## src/rtl/estk_pkg.sv

```systemverilog
// Shared types for the evaluation stack: command codes, trap codes and
// controller states. Command and trap encodings are part of the port contract.
package estk_pkg;
    typedef enum logic [2:0] {
        OP_NOP   = 3'd0,
        OP_PUSH  = 3'd1,
        OP_POP   = 3'd2,
        OP_STORE = 3'd3,
        OP_DPUSH = 3'd4,
        OP_DPOP  = 3'd5,
        OP_IDXRD = 3'd6
    } op_e;

    typedef enum logic [1:0] {
        TRAP_NONE  = 2'd0,
        TRAP_OVER  = 2'd1,
        TRAP_UNDER = 2'd2
    } trap_e;

    typedef enum logic [2:0] {
        ST_IDLE,
        ST_DL_REQ,
        ST_DL_LO,
        ST_DL_HI,
        ST_DP_HI,
        ST_IX_REQ,
        ST_IX_CAP
    } state_e;
endpackage

```

## src/rtl/estk_regfile.sv

```systemverilog
// Flop-based cell array of the stack. One write port and two read ports
// (top and the cell below it). Assumes the caller never writes a cell
// index at or beyond DEPTH.
module estk_regfile #(
    parameter int DATA_W = 16,
    parameter int DEPTH  = 8,
    localparam int IDX_W = $clog2(DEPTH)
) (
    input  logic              clk,
    input  logic              rst_n,
    input  logic              we,
    input  logic [IDX_W-1:0]  widx,
    input  logic [DATA_W-1:0] wdata,
    input  logic [IDX_W-1:0]  ridx_top,
    input  logic [IDX_W-1:0]  ridx_next,
    output logic [DATA_W-1:0] rd_top,
    output logic [DATA_W-1:0] rd_next
);
    logic [DATA_W-1:0] cells [DEPTH];

    for (genvar g = 0; g < DEPTH; g++) begin : g_cell
        // Cell g: cleared on reset, loaded when its index is written.
        always_ff @(posedge clk) begin
            if (!rst_n)
                cells[g] <= '0;
            else if (we && widx == IDX_W'(g))
                cells[g] <= wdata;
        end
    end

    // Read ports: plain array selects.
    always_comb begin
        rd_top  = cells[ridx_top];
        rd_next = cells[ridx_next];
    end
endmodule

```

## src/rtl/estk_guard.sv

```systemverilog
// Bounds check for one command: compares the cells it would remove and add
// against the current pointer. Underflow takes priority over overflow.
module estk_guard #(
    parameter int DEPTH  = 8,
    localparam int PTR_W = $clog2(DEPTH + 1)
) (
    input  estk_pkg::op_e     op,
    input  logic [PTR_W-1:0]  sp,
    output estk_pkg::trap_e   trap
);
    import estk_pkg::*;
    localparam logic [PTR_W-1:0] FULL = PTR_W'(DEPTH);

    logic [PTR_W-1:0] need_out;
    logic [PTR_W-1:0] need_in;
    logic [PTR_W-1:0] room;

    // Classify the command by how many cells it consumes and produces.
    always_comb begin
        need_out = '0;
        need_in  = '0;
        case (op)
            OP_PUSH:  need_in  = PTR_W'(1);
            OP_POP:   need_out = PTR_W'(1);
            OP_STORE: need_out = PTR_W'(1);
            OP_DPUSH: need_in  = PTR_W'(2);
            OP_DPOP:  need_out = PTR_W'(2);
            OP_IDXRD: begin
                need_out = PTR_W'(1);
                need_in  = PTR_W'(1);
            end
            default: ;
        endcase
        room = FULL - sp;
        if (sp < need_out)
            trap = TRAP_UNDER;
        else if (room < need_in)
            trap = TRAP_OVER;
        else
            trap = TRAP_NONE;
    end
endmodule

```

## src/rtl/estk_ctrl.sv

```systemverilog
// Command sequencer: owns the pointer, the memory request registers, the pop
// strobe and the trap pulse. Assumes memory returns read data one cycle after
// it samples a read request. Multi-cycle commands hold busy until done.
module estk_ctrl #(
    parameter int DATA_W = 16,
    parameter int ADDR_W = 16,
    parameter int DEPTH  = 8,
    localparam int PTR_W = $clog2(DEPTH + 1),
    localparam int IDX_W = $clog2(DEPTH)
) (
    input  logic              clk,
    input  logic              rst_n,
    input  logic              cmd_valid,
    input  estk_pkg::op_e     cmd_op,
    input  logic [DATA_W-1:0] cmd_data,
    input  logic [ADDR_W-1:0] cmd_addr,
    input  estk_pkg::trap_e   trap_c,
    input  logic [DATA_W-1:0] rd_top,
    input  logic [DATA_W-1:0] rd_next,
    input  logic [DATA_W-1:0] mem_rdata,
    output logic [PTR_W-1:0]  sp,
    output logic              busy,
    output logic              rf_we,
    output logic [IDX_W-1:0]  rf_widx,
    output logic [DATA_W-1:0] rf_wdata,
    output logic [IDX_W-1:0]  ridx_top,
    output logic [IDX_W-1:0]  ridx_next,
    output logic [DATA_W-1:0] pop_data,
    output logic              pop_valid,
    output estk_pkg::trap_e   trap_q,
    output logic              mem_req,
    output logic              mem_we,
    output logic [ADDR_W-1:0] mem_addr,
    output logic [DATA_W-1:0] mem_wdata
);
    import estk_pkg::*;

    state_e            state;
    logic [ADDR_W-1:0] base_q;
    logic              accept;
    logic              go;
    logic [ADDR_W-1:0] sum_addr;

    // Acceptance and shared address arithmetic.
    always_comb begin
        accept    = cmd_valid && state == ST_IDLE && cmd_op != OP_NOP;
        go        = accept && trap_c == TRAP_NONE;
        sum_addr  = cmd_addr + ADDR_W'(cmd_data);
        busy      = state != ST_IDLE;
        ridx_top  = IDX_W'(sp - PTR_W'(1));
        ridx_next = IDX_W'(sp - PTR_W'(2));
    end

    // Cell write port: a direct push, or memory data landing on the stack.
    always_comb begin
        rf_widx  = IDX_W'(sp);
        rf_wdata = mem_rdata;
        rf_we    = 1'b0;
        if (state == ST_IDLE && go && cmd_op == OP_PUSH) begin
            rf_we    = 1'b1;
            rf_wdata = cmd_data;
        end else if (state == ST_DL_LO || state == ST_DL_HI || state == ST_IX_CAP) begin
            rf_we = 1'b1;
        end
    end

    // Sequencer: pointer, state, strobes and memory request registers.
    always_ff @(posedge clk) begin
        if (!rst_n) begin
            state     <= ST_IDLE;
            sp        <= '0;
            base_q    <= '0;
            pop_data  <= '0;
            pop_valid <= 1'b0;
            trap_q    <= TRAP_NONE;
            mem_req   <= 1'b0;
            mem_we    <= 1'b0;
            mem_addr  <= '0;
            mem_wdata <= '0;
        end else begin
            pop_valid <= 1'b0;
            trap_q    <= TRAP_NONE;
            mem_req   <= 1'b0;
            mem_we    <= 1'b0;
            case (state)
                ST_IDLE: begin
                    if (accept && trap_c != TRAP_NONE) begin
                        trap_q <= trap_c;
                    end else if (go) begin
                        case (cmd_op)
                            OP_PUSH: sp <= sp + PTR_W'(1);
                            OP_POP: begin
                                pop_data  <= rd_top;
                                pop_valid <= 1'b1;
                                sp        <= sp - PTR_W'(1);
                            end
                            OP_STORE: begin
                                mem_req   <= 1'b1;
                                mem_we    <= 1'b1;
                                mem_addr  <= cmd_addr;
                                mem_wdata <= rd_top;
                                sp        <= sp - PTR_W'(1);
                            end
                            OP_DPUSH: begin
                                mem_req  <= 1'b1;
                                mem_addr <= sum_addr;
                                base_q   <= sum_addr;
                                state    <= ST_DL_REQ;
                            end
                            OP_DPOP: begin
                                mem_req   <= 1'b1;
                                mem_we    <= 1'b1;
                                mem_addr  <= sum_addr;
                                mem_wdata <= rd_next;
                                base_q    <= sum_addr;
                                state     <= ST_DP_HI;
                            end
                            OP_IDXRD: begin
                                mem_req  <= 1'b1;
                                mem_addr <= ADDR_W'(rd_top + cmd_data);
                                state    <= ST_IX_REQ;
                            end
                            default: ;
                        endcase
                    end
                end
                ST_DL_REQ: begin
                    mem_req  <= 1'b1;
                    mem_addr <= base_q + ADDR_W'(1);
                    state    <= ST_DL_LO;
                end
                ST_DL_LO: begin
                    sp    <= sp + PTR_W'(1);
                    state <= ST_DL_HI;
                end
                ST_DL_HI: begin
                    sp    <= sp + PTR_W'(1);
                    state <= ST_IDLE;
                end
                ST_DP_HI: begin
                    mem_req   <= 1'b1;
                    mem_we    <= 1'b1;
                    mem_addr  <= base_q + ADDR_W'(1);
                    mem_wdata <= rd_top;
                    sp        <= sp - PTR_W'(2);
                    state     <= ST_IDLE;
                end
                ST_IX_REQ: state <= ST_IX_CAP;
                ST_IX_CAP: begin
                    sp    <= sp + PTR_W'(1);
                    state <= ST_IDLE;
                end
                default: state <= ST_IDLE;
            endcase
        end
    end
endmodule

```

## src/rtl/eval_stack.sv

```systemverilog
// Top of the evaluation stack: joins the cell array, the bounds check and
// the sequencer. Assumes a one-cycle-latency word memory on the request port.
module eval_stack #(
    parameter int DATA_W = 16,
    parameter int ADDR_W = 16,
    parameter int DEPTH  = 8,
    localparam int PTR_W = $clog2(DEPTH + 1),
    localparam int IDX_W = $clog2(DEPTH)
) (
    input  logic              clk,
    input  logic              rst_n,
    input  logic              cmd_valid,
    input  logic [2:0]        cmd_op,
    input  logic [DATA_W-1:0] cmd_data,
    input  logic [ADDR_W-1:0] cmd_addr,
    output logic              busy,
    output logic [PTR_W-1:0]  depth,
    output logic [DATA_W-1:0] top_data,
    output logic [DATA_W-1:0] pop_data,
    output logic              pop_valid,
    output logic [1:0]        trap_code,
    output logic              mem_req,
    output logic              mem_we,
    output logic [ADDR_W-1:0] mem_addr,
    output logic [DATA_W-1:0] mem_wdata,
    input  logic [DATA_W-1:0] mem_rdata
);
    import estk_pkg::*;

    op_e               op;
    trap_e             trap_c;
    trap_e             trap_q;
    logic [PTR_W-1:0]  sp;
    logic              rf_we;
    logic [IDX_W-1:0]  rf_widx;
    logic [DATA_W-1:0] rf_wdata;
    logic [IDX_W-1:0]  ridx_top;
    logic [IDX_W-1:0]  ridx_next;
    logic [DATA_W-1:0] rd_top;
    logic [DATA_W-1:0] rd_next;

    // Port-level views of internal state.
    always_comb begin
        op        = op_e'(cmd_op);
        depth     = sp;
        top_data  = (sp == '0) ? '0 : rd_top;
        trap_code = trap_q;
    end

    estk_regfile #(.DATA_W(DATA_W), .DEPTH(DEPTH)) i_cells (
        .clk(clk), .rst_n(rst_n), .we(rf_we), .widx(rf_widx), .wdata(rf_wdata),
        .ridx_top(ridx_top), .ridx_next(ridx_next), .rd_top(rd_top), .rd_next(rd_next)
    );

    estk_guard #(.DEPTH(DEPTH)) i_guard (
        .op(op), .sp(sp), .trap(trap_c)
    );

    estk_ctrl #(.DATA_W(DATA_W), .ADDR_W(ADDR_W), .DEPTH(DEPTH)) i_ctrl (
        .clk(clk), .rst_n(rst_n), .cmd_valid(cmd_valid), .cmd_op(op),
        .cmd_data(cmd_data), .cmd_addr(cmd_addr), .trap_c(trap_c),
        .rd_top(rd_top), .rd_next(rd_next), .mem_rdata(mem_rdata),
        .sp(sp), .busy(busy), .rf_we(rf_we), .rf_widx(rf_widx), .rf_wdata(rf_wdata),
        .ridx_top(ridx_top), .ridx_next(ridx_next), .pop_data(pop_data),
        .pop_valid(pop_valid), .trap_q(trap_q), .mem_req(mem_req), .mem_we(mem_we),
        .mem_addr(mem_addr), .mem_wdata(mem_wdata)
    );
endmodule

```

## config.mk

```make
export PLATFORM = sky130hd
export DESIGN_NAME = eval_stack
export DESIGN_NICKNAME = d
export VERILOG_FILES = /design/src/rtl/estk_pkg.sv /design/src/rtl/estk_regfile.sv /design/src/rtl/estk_guard.sv /design/src/rtl/estk_ctrl.sv /design/src/rtl/eval_stack.sv
export SDC_FILE = /design/constraint.sdc
export NUM_CORES = 1
export LEC_CHECK = 0
export ABC_AREA = 1
export BUFFER_PORTS_ARGS = -buffer_cell sky130_fd_sc_hd__buf_2
export CORE_MARGIN = 1.5
export CORE_UTILIZATION = 55
export CTS_CLUSTER_DIAMETER = 30
export DETAILED_ROUTE_END_ITERATION = 12
export PLACE_DENSITY = 0.78
export SLEW_MARGIN = 20
export SYNTH_ARGS = -nofsm -noshare
export SYNTH_HDL_FRONTEND = slang
export SYNTH_HIERARCHICAL = 1
export SYNTH_SLANG_ARGS = --single-unit
```

## constraint.sdc

```tcl
create_clock -name clk -period 4.4 [get_ports clk]
set_clock_uncertainty 0.2 [all_clocks]
set_input_delay 0.88 -clock clk [delete_from_list [all_inputs] [get_ports clk]]
set_output_delay 0.88 -clock clk [all_outputs]
set_load 0.1 [all_outputs]
```

==> run metrics <==
Min Hold Slack 0.246 ns; most frequent cell after synthesis nand2_1; postcts setup bufs 0; Iter 0 DRT Violations 1377; WL/cell 17.3 µm; DP Worst Slack 0.525 ns; DR pass1 iterations 5; die width 162 µm; R2R Path End i_ctrl/mem_addr[14]; Critical Path End top_data[15]; Final Cycle Share 96.9%; Synth area leader edfxtp_1; gpl congestion 0.927; CTS tree yes; Post-synth ARST share 0%; syn nets 2126; placed insts 2425; total CTS buffers 45; Buf/Inv on CP 6; register area share after synthesis 38.6%; crit-path max cell delay 0.50 ns; GR Overflow Total 0; routed vias 13872; Max-Cap Viols 0; area grow syn2layout 18.0%; number of H-tree levels 2; first-pass GRT wire length 68.0 mm; CTS Root Cell clkbuf_16; most frequent cells after synthesis nand2_1, inv_1, nand3_1; RR Startpoint i_ctrl/sp[1]; WP data arrival 3.18 ns; Post-synth top flop edfxtp_1; largest net degree at the start of global routing 67; NumNets Final 2237; R2R Setup Slk 0.68 ns; Hold Vio Cnt, Final 0; final core utilization 65.7%; Filler cells 2074; crit path from i_ctrl/sp[1]; die area 0.0262 mm²; peak supply drop 0.677 mV; warnings from Yosys 6; CP Data Required Time 3.32 ns; setup_tns 0 ns; Tot Pwr 11.6 mW; Distinct cells, synth 44; DP Area 0.0149 mm²; Final setup viols 0; vias in the first global route 12859; Mapped Cells 2031; FF+latch count, synth 204; Syn Area/Cell 6.85 µm²; delay-heaviest family, CP buffers and inverters; unrepaired setup endpoints after global routing no; share of the synthesized area in the top cell type 27.6%; Lkg Pwr 8.33 nW; core area 0.0250 mm²; final wirelength 43.4 mm; hold_buf cts 0; post-CTS resize count 0; ANT cells 0; top area cells in the synthesized netlist edfxtp_1, nand2_1, dfxtp_1; Final Worst Setup Slack 0.136 ns; critical path type flip-flop to primary output; # rows 58; Finished Layout Cells 2507; share of post-route cells with drive strength above 1 14.0%; initial core utilization 55.7%; status complete, no violations; stages on the worst setup path 12; HP Class flip-flop to flip-flop; crit start category flip-flop; Die Span Y 162 µm; cell area after synthesis 0.0139 mm²; Boundary Pins 128; Worst-Skew Late Latency 0.54 ns; Final Instance Area 0.0164 mm²; Cell Pwr Density 704 mW/mm²; CP endpoint kind primary output; CP Max Fanout 29; hpwl dp 29.3 mm; Avg Vias per Cell 5.53; gr usage total 33.1%; clk buf depth 3; worst path cell trace inv_1 -> ha_1 -> inv_1 -> inv_2 -> buf_4 -> nand3_1 -> nand2_1 -> nand2_1 -> nand2_1 -> inv_1 -> a21oi_2 -> buf_2; CTS Sinks 204; clock-pin slew on the worst setup and hold paths 0.05 ns; drt drc 0; crit path time final 4.26 ns; final antenna-violating net count 0; IO Port Bufs 127; max-slew violations 0; R2R cell count 22; CP max stage cell inv_2; Slew headroom 33.6%; initial antenna violation count 0; Worst Tran Pin Value 0.994 ns; Max Clk Rate 235 MHz; Post-synth EDFFs 128
[routing by layer]
layer  track usage [%]  routed length [µm]  vias up
met4              14.2                1490        0
met1              43.0               17000     6274
met2              54.6               20200      784
met5                 0                   0        -
li1                  -                   -     6680
met3              5.52                4750      134
[worst reg2reg max path, cell delays in order (launching register included)]
cell,delay (ns)
dfxtp_1,0.32
inv_1,0.06
ha_1,0.28
inv_1,0.06
inv_2,0.50
buf_4,0.27
nand3_1,0.08
nand2_1,0.06
nand2_1,0.04
nand2_1,0.35
ha_1,0.37
nand2_1,0.11
inv_1,0.06
nand2_1,0.06
inv_1,0.05
and2_1,0.14
nand2_1,0.08
nand2_1,0.06
nand2_1,0.06
nand3_1,0.11
nand3_1,0.11
nand2_1,0.05
a21oi_1,0.17
[flip-flops by register name (all words and copies together) (netlist names)]
signal / cells
i_ctrl/state: 3
i_ctrl/mem_we: 1
i_ctrl/mem_addr: 16
i_ctrl/trap_q: 2
i_ctrl/mem_wdata: 16
i_ctrl/mem_req: 1
i_ctrl/base_q: 16
i_cells/cells: 128
i_ctrl/pop_valid: 1
i_ctrl/sp: 4
i_ctrl/pop_data: 16
[cells in the final DEF (no fill, tap or decap), types with 3 or more instances in the layout]
master | netlist | routed
a211oi_1 | 7 | 7
a21oi_1 | 89 | 83
a21oi_2 | 0 | 6
a31oi_1 | 18 | 18
and2_1 | 9 | 9
buf_12 | 0 | 11
buf_2 | 30 | 117
buf_4 | 8 | 27
bufinv_16 | 0 | 6
clkbuf_16 | 0 | 46
clkinv_1 | 0 | 4
clkinv_2 | 1 | 8
clkinvlp_4 | 0 | 8
dfxtp_1 | 76 | 75
edfxtp_1 | 128 | 128
ha_1 | 39 | 39
inv_1 | 295 | 294
inv_2 | 17 | 17
inv_6 | 0 | 5
mux2_2 | 8 | 8
mux2_4 | 7 | 7
nand2_1 | 683 | 683
nand2_2 | 3 | 3
nand3_1 | 208 | 208
nand3_4 | 8 | 8
nand3b_1 | 7 | 7
nand4_1 | 11 | 11
nor2_1 | 180 | 180
nor2_2 | 4 | 4
nor2_4 | 6 | 6
nor3_1 | 14 | 14
o211ai_1 | 7 | 7
o21ai_0 | 70 | 69
o21ai_1 | 5 | 6
or2_2 | 5 | 5
xnor2_1 | 4 | 4
xor2_1 | 16 | 16
[layout make-up]
type | instances | area [µm²] | area share (%)
sequential | 204 | 5370 | 32.7
tap | 330 | 413 | 2.52
timing repair buffer | 155 | 1010 | 6.15
multi-input combinational | 1422 | 6890 | 42.0
clock inverter | 33 | 373 | 2.27
clock buffer | 49 | 1170 | 7.14
inverter | 314 | 1180 | 7.21
[cells by family after synthesis]
family                   synth area share (%)
AO/OA/AOI/OAI                            7.82
XOR/XNOR                                 1.26
adder cells (fa/ha/maj)                  3.80
buffers and inverters                    12.0
flip-flops                               38.6
multiplexers                             1.40
AND/OR/NAND/NOR                          35.1
[power by group]
group	switching [mW]	total, mW	internal (mW)
Clock	1.11	3.40	2.28
Sequential	0.0839	2.29	2.21
Combinational	4.41	5.87	1.46
Total	5.60	11.6	5.95
[worst min path at each step]
stage	depth (start not counted)	end	from	slack, ns
detailed placement	2	i_ctrl/pop_data[4]	i_ctrl/pop_data[4]	0.23
global route	2	i_ctrl/pop_data[12]	i_ctrl/pop_data[12]	0.26
CTS	2	i_ctrl/pop_data[4]	i_ctrl/pop_data[4]	0.24
floorplan	2	i_ctrl/base_q[1]	i_ctrl/base_q[1]	0.26
finish	2	i_ctrl/pop_data[2]	i_ctrl/pop_data[2]	0.25
global placement	2	i_ctrl/pop_data[4]	i_ctrl/pop_data[4]	0.23
No activity file was read; power rests on OpenSTA's default activity.
